`src/rtl/wguard_pkg.sv`:
```
package wguard_pkg;
  localparam int NBANK  = 2;
  localparam int WORD_W = 32;

  typedef enum logic [1:0] {
    KS_LOCKED = 2'd0,
    KS_HALF   = 2'd1,
    KS_OPEN   = 2'd2
  } keyState_t;

  // control -> datapath strobes
  typedef struct packed {
    logic [NBANK-1:0] wrDirect;
    logic [NBANK-1:0] wrSet;
    logic [NBANK-1:0] wrClr;
    logic             rdKey;
    logic [NBANK-1:0] rdBank;
  } lockStrobe_t;
endpackage

```
`src/rtl/wguard_ctrl.sv`:
```
module wguard_ctrl
  import wguard_pkg::*;
#(
  parameter int          ADDR_W      = 8,
  parameter logic [7:0]  KEY_FIRST   = 8'hA5,
  parameter logic [7:0]  KEY_SECOND  = 8'hF1,
  parameter int          BANK_BASE   = 32'h20,
  parameter int          BANK_STRIDE = 32'h20
) (
  input  logic              clk,
  input  logic              rstN,
  input  logic [ADDR_W-1:0] busAddr,
  input  logic              busWrEn,
  input  logic [7:0]        keyByte,
  output keyState_t         keyState,
  output lockStrobe_t       strobe
);
  localparam logic [ADDR_W-1:0] KEY_OFS = '0;

  keyState_t        keyNext;
  logic             keyHit;
  logic             gateOpen;
  logic [NBANK-1:0] hitDirect;
  logic [NBANK-1:0] hitSet;
  logic [NBANK-1:0] hitClr;

  assign keyHit   = (busAddr == KEY_OFS);
  assign gateOpen = (keyState == KS_OPEN);

  for (genvar i = 0; i < NBANK; i++) begin : g_dec
    localparam logic [ADDR_W-1:0] BASE = ADDR_W'(BANK_BASE + i * BANK_STRIDE);
    assign hitDirect[i] = (busAddr == BASE);
    assign hitSet[i]    = (busAddr == BASE + ADDR_W'(4));
    assign hitClr[i]    = (busAddr == BASE + ADDR_W'(8));
  end

  always_comb begin
    keyNext = keyState;
    if (busWrEn && keyHit) begin
      unique case (keyState)
        KS_LOCKED: if (keyByte == KEY_FIRST) keyNext = KS_HALF;
        KS_HALF:   keyNext = (keyByte == KEY_SECOND) ? KS_OPEN : KS_LOCKED;
        default:   keyNext = KS_LOCKED;
      endcase
    end
  end

  always_ff @(posedge clk or negedge rstN) begin
    if (!rstN) keyState <= KS_LOCKED;
    else       keyState <= keyNext;
  end

  always_comb begin
    strobe.wrDirect = (busWrEn && gateOpen) ? hitDirect : '0;
    strobe.wrSet    = (busWrEn && gateOpen) ? hitSet    : '0;
    strobe.wrClr    = (busWrEn && gateOpen) ? hitClr    : '0;
    strobe.rdKey    = keyHit;
    strobe.rdBank   = hitDirect | hitSet | hitClr;
  end
endmodule

```
`src/rtl/wguard_dp.sv`:
```
module wguard_dp
  import wguard_pkg::*;
#(
  parameter logic [NBANK-1:0][WORD_W-1:0] IMPL_MASK = {32'h0000_0001, 32'h787F_FFFF}
) (
  input  logic                    clk,
  input  logic                    rstN,
  input  lockStrobe_t             strobe,
  input  logic [WORD_W-1:0]       wrData,
  input  keyState_t               keyState,
  output logic [WORD_W-1:0]       rdData,
  output logic [NBANK*WORD_W-1:0] lockFlat
);
  logic [NBANK-1:0][WORD_W-1:0] bankRd;

  for (genvar i = 0; i < NBANK; i++) begin : g_bank
    localparam logic [WORD_W-1:0] MASK = IMPL_MASK[i];
    logic [WORD_W-1:0] bankQ;

    always_ff @(posedge clk or negedge rstN) begin
      if (!rstN)                   bankQ <= '0;
      else if (strobe.wrDirect[i]) bankQ <= wrData & MASK;
      else if (strobe.wrSet[i])    bankQ <= bankQ | (wrData & MASK);
      else if (strobe.wrClr[i])    bankQ <= bankQ & ~wrData;
    end

    assign lockFlat[i*WORD_W +: WORD_W] = bankQ;
    assign bankRd[i] = strobe.rdBank[i] ? bankQ : '0;
  end

  always_comb begin
    rdData = strobe.rdKey ? WORD_W'(keyState) : '0;
    for (int i = 0; i < NBANK; i++) rdData = rdData | bankRd[i];
  end
endmodule

```
`src/rtl/reg_write_guard.sv`:
```
module reg_write_guard
  import wguard_pkg::*;
#(
  parameter int          ADDR_W      = 8,
  parameter logic [7:0]  KEY_FIRST   = 8'hA5,
  parameter logic [7:0]  KEY_SECOND  = 8'hF1,
  parameter int          BANK_BASE   = 32'h20,
  parameter int          BANK_STRIDE = 32'h20,
  parameter logic [NBANK-1:0][WORD_W-1:0] IMPL_MASK = {32'h0000_0001, 32'h787F_FFFF}
) (
  input  logic                    clk,
  input  logic                    rstN,
  input  logic [ADDR_W-1:0]       busAddr,
  input  logic                    busWrEn,
  input  logic [WORD_W-1:0]       busWrData,
  output logic [WORD_W-1:0]       busRdData,
  output logic [NBANK*WORD_W-1:0] lockOut
);
  keyState_t   keyState;
  lockStrobe_t strobe;

  wguard_ctrl #(
    .ADDR_W(ADDR_W), .KEY_FIRST(KEY_FIRST), .KEY_SECOND(KEY_SECOND),
    .BANK_BASE(BANK_BASE), .BANK_STRIDE(BANK_STRIDE)
  ) u_ctrl (
    .clk(clk), .rstN(rstN), .busAddr(busAddr), .busWrEn(busWrEn),
    .keyByte(busWrData[7:0]), .keyState(keyState), .strobe(strobe)
  );

  wguard_dp #(.IMPL_MASK(IMPL_MASK)) u_dp (
    .clk(clk), .rstN(rstN), .strobe(strobe), .wrData(busWrData),
    .keyState(keyState), .rdData(busRdData), .lockFlat(lockOut)
  );
endmodule

```
`config.mk`:
```
export PLATFORM = sky130hd
export DESIGN_NAME = reg_write_guard
export DESIGN_NICKNAME = d
export VERILOG_FILES = /design/src/rtl/wguard_pkg.sv /design/src/rtl/wguard_ctrl.sv /design/src/rtl/wguard_dp.sv /design/src/rtl/reg_write_guard.sv
export SDC_FILE = /design/constraint.sdc
export NUM_CORES = 1
export LEC_CHECK = 0
export CAP_MARGIN = 20
export CORE_MARGIN = 2
export CORE_UTILIZATION = 38
export CTS_CLUSTER_SIZE = 20
export DETAILED_ROUTE_END_ITERATION = 10
export PLACE_DENSITY = 0.82
export SLEW_MARGIN = 15
export SYNTH_ARGS = -nofsm -noshare
export SYNTH_HDL_FRONTEND = slang
export SYNTH_SLANG_ARGS = --single-unit
```
`constraint.sdc`:
```
create_clock -name clk -period 2.2 [get_ports clk]
set_clock_uncertainty 0.2 [all_clocks]
set_input_delay 0.44 -clock clk [delete_from_list [all_inputs] [get_ports clk]]
set_output_delay 0.44 -clock clk [all_outputs]
set_load 0.02 [all_outputs]
```
==> impl_metrics.env, run 1 <==
export IMPL_final_util_pct=69.5
export IMPL_fmax_mhz=420
export IMPL_crit_required_ns=1.56
export IMPL_dp_hpwl_um=7280
export IMPL_fin_ws_ns=-0.180
export IMPL_synth_distinct_cells=34
export IMPL_grt_max_degree=38
export IMPL_grt_pass1_wl_um=16600
export IMPL_p_per_area_nw_per_um2=432
export IMPL_port_buffers=138
export IMPL_power_frac_comb_pct=8.6
export IMPL_worst_pin_slew_ns=0.651
export IMPL_synth_area_leaders="dfrtp_1, a22o_1, o21a_1"
export IMPL_syn_to_final_growth_pct=76.3
export IMPL_p_switching_w=0.000529
export IMPL_die_h_um=94.0
export IMPL_synth_top_area_cell="dfrtp_1"
export IMPL_cpPeakStageDelay_ns=0.54
export IMPL_period_share_pct=108
export IMPL_crit_chain="buf_6 -> or4b_4 -> nor2_4 -> buf_6 -> buf_8 -> a22o_4 -> buf_6"
export IMPL_numCtsBuffers=9
export IMPL_cts_root_buffer="clkbuf_8"
export IMPL_arrival_ns=1.74
export IMPL_place_gp_congestion=0.799
export IMPL_p_total_w=0.00235
export IMPL_grt_pass1_vias=3238
export IMPL_grt_usage_pct=24.5
export IMPL_synthMostInstantiatedCell="dfrtp_1"
export IMPL_ir_drop_uv=260
export IMPL_drt_first_iter_violations=85
export IMPL_overflow=0
export IMPL_path_delay_family="simple AND/OR/NAND/NOR gates"
export IMPL_fin_area_um2=5430
export IMPL_critPathKind="in -> out"
export IMPL_first_pass_iters=4
export IMPL_synth_edf_count=0
export IMPL_dieArea_um2=8840
export IMPL_cts_tree="built"
export IMPL_die_w_um=94.0
export IMPL_worstSetupEndpointType="output port"
export IMPL_cp_max_fo=7
export IMPL_core_um2=7810
export IMPL_crit_path_frequent_cell="buf_6"
export IMPL_antenna_cells=0
export IMPL_pwr_share_clk_pct=39.7
export IMPL_num_vias=3044
export IMPL_fin_crit_ns=2.38
export IMPL_start_util_pct=39.4
export IMPL_status="finished, violations left"
export IMPL_h_tree_depth=3
export IMPL_clk_pin_slew_ns=0.06
export IMPL_nNetsFinal=494
export IMPL_ys_flop_type="dfrtp_1"
export IMPL_async_reset_ff_share_pct=100
export IMPL_leakagePower_nw=2.54
export IMPL_cts_sinks=66
export IMPL_antenna_found_initial=0
export IMPL_p_int_w=0.00182
export IMPL_finalHoldViolCount=0
export IMPL_io_pin_count=139
export IMPL_synth_top_area_share_pct=53.6
export IMPL_slew_headroom_pct=56.6
export IMPL_synth_seq_cells=66
export IMPL_vias_per_cell=5.46
export IMPL_syn_area_um2=3080
export IMPL_syn_nets=321
export IMPL_antenna_left=0
export IMPL_critPathLaunchType="primary input"
export IMPL_finalSetupViolations=32
export IMPL_tns_ns=-4.95
export IMPL_final_max_slew_viol_count=0
export IMPL_wl_um=10400
export IMPL_clk_latency_ns=0.34
export IMPL_drive_above_1_share_pct=30.3
export IMPL_syn_avg_cell_area_um2=11.1
export IMPL_route_detailed_drc=0
export IMPL_rsz0062_at_grt="true"
export IMPL_cts_max_path_buffers=2
export IMPL_netSwitchingFraction_pct=22.6
export IMPL_synthCells=278
export IMPL_seqPwrFrac_pct=51.7
export IMPL_ys_seq_area_share_pct=53.6
export IMPL_wl_per_cell_um=18.6
export IMPL_crit_buf_inv=4
export IMPL_cap_violations=0
export IMPL_synth_common_cells="dfrtp_1, a22o_1, nor2_1"
export IMPL_cp_slowest_cell="or4b_4"
export IMPL_violations="setup timing"
export IMPL_dpl_cell_area_um2=5020
export IMPL_hold_class="reg -> reg"
export IMPL_num_rows=32
export IMPL_synth_warnings=0
==> metrics by stage <==
step / hold WS [ns] / worst slack [ns] / cells
6_report: 0.326 / -0.180 / 558
3_5_place_dp: 0.305 / -1.12 / 529
4_1_cts: 0.323 / -0.227 / 557
3_3_place_gp: 0.295 / -1.06 / 529
2_1_floorplan: -0.0556 / -0.0135 / 278
5_1_grt: 0.340 / -0.213 / 558
==> worst reg2reg max path: stages (launching register included) <==
cell	delay, ns
dfrtp_1	0.43
and3b_1	0.30
and4_1	0.26
buf_4	0.23
nor2_1	0.07
o21a_1	0.17
==> timing repair <==
| item | CTS | global route |
|---|---|---|
| setup endpoints to repair | 95 | 32 |
| setup buffers | 9 | 4 |
| gates resized for setup | 246 | 11 |
| gates cloned | 2 | 0 |
| hold buffers | 1 | 0 |
| pin swaps | 8 | 7 |
| endpoints found under the hold margin | 26 | 0 |
==> layout make-up <==
cell class | instances | area, µm²
repair buffers | 182 | 1840
clock inverters | 2 | 10.0
flip-flops and latches | 66 | 1650
inverters | 3 | 13.8
well taps | 102 | 128
multi-input cells | 189 | 1610
clock buffers | 14 | 173
fillers | 574 | 2380
==> layout by cell type (no fill, tap or decap), types with 2 or more instances in the layout <==
cell type,netlist,final
a41o_1,2,2
o21ai_0,6,6
dfrtp_1,66,66
buf_4,0,29
nor3_4,1,2
a22o_1,58,28
buf_12,0,5
buf_6,3,44
buf_2,8,4
or3_1,2,2
a22o_4,0,30
inv_1,3,2
a222oi_1,2,2
o21ai_1,21,21
clkinv_2,0,2
clkbuf_1,9,2
a21boi_0,2,2
clkdlybuf4s50_1,0,97
buf_8,0,2
nor2_1,39,38
o21a_1,36,36
nand2_1,2,2
clkbuf_8,0,12
==> worst paths after layout <==
check,start,to,slack [ns],cells past startpoint
max reg2reg,u_ctrl.keyState[0],u_dp.g_bank[1].bankQ[18],0.43,5
min reg2reg,u_dp.g_bank[1].bankQ[1],u_dp.g_bank[1].bankQ[1],0.33,1
max,busAddr[6],busRdData[10],-0.18,7
max in group asynchronous,rstN,async pin,0.70,3
min,u_dp.g_bank[1].bankQ[1],u_dp.g_bank[1].bankQ[1],0.33,1
min in group asynchronous,rstN,async pin,0.47,2
==> cell families after synthesis <==
family | count (synthesis) | share of synthesized area, %
and+or+nand+nor | 60 | 10.5
AOI/OAI and AO/OA | 129 | 32.0
buffers and inverters | 23 | 3.86
DFF | 66 | 53.6
==> power by group through the flow <==
stage                     combinational (W)  clock (W)  sequential (W)
after floorplan                   0.0000390          0         0.00124
after global routing               0.000219    0.00102         0.00121
final                              0.000202   0.000932         0.00121
after detailed placement           0.000188          0         0.00124
after global placement             0.000183          0         0.00124
after CTS                          0.000199   0.000956         0.00121
==> per-layer routing <==
layer  part of all wire (%)  track usage [%]  up-vias
li1                       -                -     1396
met5                      0                0        -
met3                    5.3             4.41       16
met1                     42             30.0     1521
met2                     51             42.9      111
met4                    1.8             8.94        0
(Power assumes the default switching activity.)
==> run 2, diff against run 1 <==
- CORE_ASPECT_RATIO: default -> 0.8
- GPL_ROUTABILITY_DRIVEN: default -> 0
==> run 2 against run 1 <==
Net effect: the run still ends with setup timing left; largest cell class unchanged; combinational power fell by 2%; first-iteration DRC count grew 24%; critical endpoint is now busRdData[14]; via count down 0.82%; non-clock buffer count down 9; clock power rose by 18%; fmax increased by 0.20%.
==> impl_metrics.env, run 2 (same netlist as run 1, synthesis figures left out) <==
export IMPL_grt_usage_pct=24.4
export IMPL_grt_pass1_wl_um=16900
export IMPL_vias_per_cell=5.44
export IMPL_antenna_cells=0
export IMPL_port_buffers=138
export IMPL_arrival_ns=1.73
export IMPL_num_rows=29
export IMPL_finalSetupViolations=32
export IMPL_io_pin_count=139
export IMPL_ir_drop_uv=285
export IMPL_hold_class="reg -> reg"
export IMPL_fill_cells=614
export IMPL_path_delay_family="simple AND/OR/NAND/NOR gates"
export IMPL_slew_headroom_pct=75.4
export IMPL_final_util_pct=68.3
export IMPL_cpPeakStageDelay_ns=0.55
export IMPL_wl_um=10300
export IMPL_critPathKind="in -> out"
export IMPL_cts_sinks=66
export IMPL_syn_to_final_growth_pct=75.6
export IMPL_worst_r2r_path_depth=5
export IMPL_finalHoldViolCount=0
export IMPL_cp_slowest_cell="or4b_4"
export IMPL_drive_above_1_share_pct=28.9
export IMPL_cts_tree="built"
export IMPL_final_max_slew_viol_count=0
export IMPL_worst_pin_slew_ns=0.366
export IMPL_hold_depth=1
export IMPL_grt_max_degree=67
export IMPL_seqCellArea_um2=1650
export IMPL_fin_crit_ns=2.37
export IMPL_final_common_cell="clkdlybuf4s50_1"
export IMPL_crit_chain="buf_8 -> or4b_4 -> nor2_4 -> buf_6 -> buf_12 -> a22o_4 -> buf_6"
export IMPL_fin_ws_ns=-0.175
export IMPL_numCtsBuffers=9
export IMPL_crit_required_ns=1.56
export IMPL_fin_area_um2=5410
export IMPL_dieArea_um2=8840
export IMPL_die_h_um=84.5
export IMPL_period_share_pct=108
export IMPL_finalNonFillerCells=555
export IMPL_dpl_cell_count=532
export IMPL_wl_per_cell_um=18.6
export IMPL_nNetsFinal=485
export IMPL_h_tree_depth=3
export IMPL_clk_pin_slew_ns=0.07
export IMPL_cts_root_buffer="clkbuf_8"
export IMPL_start_util_pct=38.9
export IMPL_final_cell_mix="clkdlybuf4s50_1, dfrtp_1, buf_6"
export IMPL_dpl_cell_area_um2=5030
export IMPL_cap_violations=0
export IMPL_p_per_area_nw_per_um2=465
export IMPL_dp_hpwl_um=7280
export IMPL_timing_hold_ws_ns=0.324
export IMPL_critPathLaunchType="primary input"
export IMPL_drt_first_iter_violations=105
export IMPL_leakagePower_nw=2.50
export IMPL_violations="setup timing"
export IMPL_fmax_mhz=421
export IMPL_core_um2=7910
export IMPL_grt_pass1_vias=3185
export IMPL_crit_buf_inv=4
export IMPL_clk_latency_ns=0.34
export IMPL_worstSetupEndpointType="output port"
export IMPL_first_pass_iters=4
export IMPL_status="finished, violations left"
export IMPL_cts_max_path_buffers=2
export IMPL_antenna_found_initial=0
export IMPL_crit_cells=7
export IMPL_multiInputGateArea_um2=1610
export IMPL_overflow=0
export IMPL_route_detailed_drc=0
export IMPL_die_w_um=105
export IMPL_cp_max_fo=8
export IMPL_antenna_left=0
export IMPL_crit_path_frequent_cell="buf_6"
export IMPL_num_vias=3019
export IMPL_rsz0062_at_grt="true"
[run 2: final timing paths]
| kind | from | end | slack (ns) |
|---|---|---|---|
| min in group asynchronous | rstN | u_dp.g_bank[1].bankQ[22] | 0.45 |
| min reg2reg | u_dp.g_bank[1].bankQ[1] | u_dp.g_bank[1].bankQ[1] | 0.32 |
| max reg2reg | u_ctrl.keyState[0] | flop | 0.46 |
| max in group asynchronous | rstN | async pin | 1.05 |
| max | busAddr[4] | busRdData[14] | -0.17 |
| min | u_dp.g_bank[1].bankQ[1] | u_dp.g_bank[1].bankQ[1] | 0.32 |
[run 2: area by class of cell]
type                    instances  share of cell area, %
repair buffers                173                   33.1
flip-flops and latches         66                   30.5
multi-input cells             189                   29.7
well taps                     108                   2.50
clock buffers                  11                   2.43
clock inverters                 5                   1.46
inverters                       3                  0.208
[run 2: repair_timing]
action	4_1_cts	5_1_grt
gates resized for setup	238	5
hold endpoints to repair	66	0
hold buffers	1	0
setup buffers	5	0
cloned	1	0
pin swaps	20	6
setup endpoints to repair	95	32
[run 2: stage by stage]
| stage | total power [W] | TNS, ns | setup WS [ns] |
|---|---|---|---|
| after floorplan | 0.00128 | -0.404 | -0.0135 |
| after global placement | 0.00142 | -59.04 | -1.05 |
| after detailed placement | 0.00142 | -60.57 | -1.08 |
| after CTS | 0.00253 | -5.43 | -0.203 |
| after global routing | 0.00261 | -5.34 | -0.188 |
| final | 0.00251 | -4.73 | -0.175 |
[run 2: report_power, final]
part	total [W]	switching (W)	internal (W)
registers	0.00121	0.0000000150	0.00121
clock network	0.00110	0.000465	0.000637
logic	0.000197	0.0000940	0.000104
total	0.00251	0.000559	0.00195
[run 2: routing by layer]
metal  part of all wire (%)  track usage [%]  wire length [µm]
met5                      0                0                 0
met4                    1.4             7.03               148
met3                    6.3             5.98               648
met2                     51             42.0              5230
met1                     42             30.9              4300
[run 2: worst register-to-register path, stage by stage (launching register included)]
cell	delay, ns
dfrtp_1	0.42
nand3b_1	0.26
nor3_4	0.17
buf_4	0.24
o21ai_1	0.13
a22o_1	0.21
==> run 3, diff against run 2 <==
- TNS_END_PERCENT: default -> 10
==> run 3 against run 2 <==
Net effect: the run still ends with setup timing left; critical endpoint unchanged; critical path type unchanged; sequential cell count unchanged; critical path depth did not move; highest routed layer unchanged; final cell count did not move; sequential share of layout area unchanged; worst hold slack better by 0.0011 ns; non-clock buffer count stayed put; die area is the same; routed wire length decreased by 0.35%; design area unchanged; setup slack improved by 0.0065 ns; utilization is the same; clock-buffer cell count stayed put.
==> impl_metrics.env, run 3 (same netlist as run 1, synthesis figures left out) <==
export IMPL_leakagePower_nw=2.50
export IMPL_clk_latency_ns=0.33
export IMPL_crit_chain="buf_8 -> or4b_4 -> nor2_4 -> buf_6 -> buf_12 -> a22o_4 -> buf_6"
export IMPL_wl_um=10300
export IMPL_numCtsBuffers=9
export IMPL_status="finished, violations left"
export IMPL_p_per_area_nw_per_um2=464
export IMPL_r2r_start="u_ctrl.keyState[0]"
export IMPL_dpl_cell_count=532
export IMPL_top_usage_layer="met2"
export IMPL_final_cell_mix="clkdlybuf4s50_1, dfrtp_1, buf_6"
export IMPL_die_h_um=84.5
export IMPL_cp_slowest_cell="or4b_4"
export IMPL_clk_pin_slew_ns=0.07
export IMPL_critPathLaunchType="primary input"
export IMPL_startpoint="busAddr[4]"
export IMPL_io_pin_count=139
export IMPL_path_delay_family="simple AND/OR/NAND/NOR gates"
export IMPL_overflow=0
export IMPL_num_rows=29
export IMPL_cp_max_fo=8
export IMPL_arrival_ns=1.73
export IMPL_finalNonFillerCells=555
export IMPL_crit_buf_inv=4
export IMPL_cts_max_path_buffers=2
export IMPL_netSwitchingFraction_pct=22.2
export IMPL_h_tree_depth=3
export IMPL_cts_sinks=66
export IMPL_start_util_pct=38.9
export IMPL_hold_start="u_dp.g_bank[1].bankQ[1]"
export IMPL_syn_to_final_growth_pct=75.6
export IMPL_dieArea_um2=8840
export IMPL_grt_pass1_wl_um=16900
export IMPL_finalHoldViolCount=0
export IMPL_cts_tree="built"
export IMPL_core_um2=7910
export IMPL_fin_crit_ns=2.37
export IMPL_port_buffers=138
export IMPL_crit_required_ns=1.56
export IMPL_crit_path_frequent_cell="buf_6"
export IMPL_fill_cells=614
export IMPL_final_util_pct=68.3
export IMPL_fmax_mhz=422
export IMPL_grtUsageMet1_pct=30.8
export IMPL_antenna_left=0
export IMPL_p_switching_w=0.000556
export IMPL_cts_root_buffer="clkbuf_8"
export IMPL_first_pass_iters=4
export IMPL_gr_usage_met2_pct=41.9
export IMPL_wl_per_cell_um=18.6
export IMPL_dp_hpwl_um=7280
export IMPL_grtUsageMet3_pct=5.98
export IMPL_worstSetupEndpointType="output port"
export IMPL_ir_drop_uv=281
export IMPL_power_frac_comb_pct=7.9
export IMPL_violations="setup timing"
export IMPL_cpPeakStageDelay_ns=0.55
export IMPL_fin_ws_ns=-0.169
export IMPL_hold_class="reg -> reg"
export IMPL_drt_first_iter_violations=116
export IMPL_antenna_cells=0
export IMPL_tns_ns=-4.57
export IMPL_pwr_share_clk_pct=43.8
export IMPL_num_vias=3030
export IMPL_p_int_w=0.00195
export IMPL_grt_max_degree=67
export IMPL_dpl_cell_area_um2=5030
export IMPL_fin_area_um2=5410
export IMPL_route_detailed_drc=0
export IMPL_slew_headroom_pct=75.1
export IMPL_drive_above_1_share_pct=28.6
export IMPL_worst_pin_slew_ns=0.371
export IMPL_cap_violations=0
export IMPL_grt_pass1_vias=3189
export IMPL_period_share_pct=108
export IMPL_antenna_found_initial=0
export IMPL_seqPwrFrac_pct=48.3
export IMPL_nNetsFinal=485
export IMPL_final_common_cell="clkdlybuf4s50_1"
export IMPL_finalSetupViolations=32
export IMPL_final_max_slew_viol_count=0
export IMPL_pre_cts_slack_ns=-1.08
export IMPL_rsz0062_at_grt="true"
export IMPL_vias_per_cell=5.46
export IMPL_die_w_um=105
export IMPL_critPathKind="in -> out"
export IMPL_grt_usage_pct=24.4
-- run 3: cell count changes in the layout (fill, tap and decap cells not counted) --
cell,previous run,this run
inv_1,2,3
inv_2,1,0
-- run 3: through the flow --
step,hold WS (ns),power (W)
after floorplan,-0.0556,0.00128
after global placement,0.283,0.00142
after detailed placement,0.286,0.00142
after CTS,0.325,0.00254
after global routing,0.348,0.00261
final,0.325,0.00251
-- run 3: worst reg2reg max path: stages, from the launching register on --
cell and delay [ns]:
dfrtp_1 0.42, nand3b_1 0.26, nor3_4 0.17, buf_4 0.24, o21ai_1 0.13, a22o_1 0.21
-- run 3: cell type report --
class,count,area [µm²],area share [%]
Multi-Input combinational cell,189,1610,29.7
Sequential cell,66,1650,30.5
Timing Repair Buffer,173,1790,33.1
Tap cell,108,135,2.50
Clock inverter,5,78.8,1.46
Inverter,3,11.3,0.208
Clock buffer,11,131,2.43
-- run 3: worst paths after layout --
path / end / slack (ns) / cells past startpoint
hold reg to reg: u_dp.g_bank[1].bankQ[1] / 0.33 / 1
setup / recovery: busRdData[14] / -0.17 / 7
max in group asynchronous: u_dp.g_bank[1].bankQ[10] / 1.06 / 3
setup reg to reg: flop / 0.46 / 5
min in group asynchronous: u_dp.g_bank[1].bankQ[22] / 0.45 / 3
hold / removal: u_dp.g_bank[1].bankQ[1] / 0.33 / 1
-- run 3: routing by layer --
layer,vias up,wire length [µm],share of wire (%)
met3,12,611,5.9
met4,0,148,1.4
met5,-,0,0
li1,1378,-,-
met2,115,5190,50
met1,1525,4350,42
-- run 3: what timing repair did --
item / in CTS / in global routing
hold buffers: 1 / 0
endpoints found under the setup margin: 95 / 32
buffers inserted: 5 / 0
resized for setup: 239 / 3
hold endpoints to repair: 66 / 0
gates cloned: 1 / 0
pin swaps: 8 / 15
-- run 3: power groups by stage --
stage	logic (W)	clock network, W	registers, W
2_1_floorplan	0.0000390	0	0.00124
3_3_place_gp	0.000182	0	0.00124
3_5_place_dp	0.000187	0	0.00124
4_1_cts	0.000194	0.00113	0.00121
5_1_grt	0.000214	0.00119	0.00121
6_report	0.000197	0.00110	0.00121
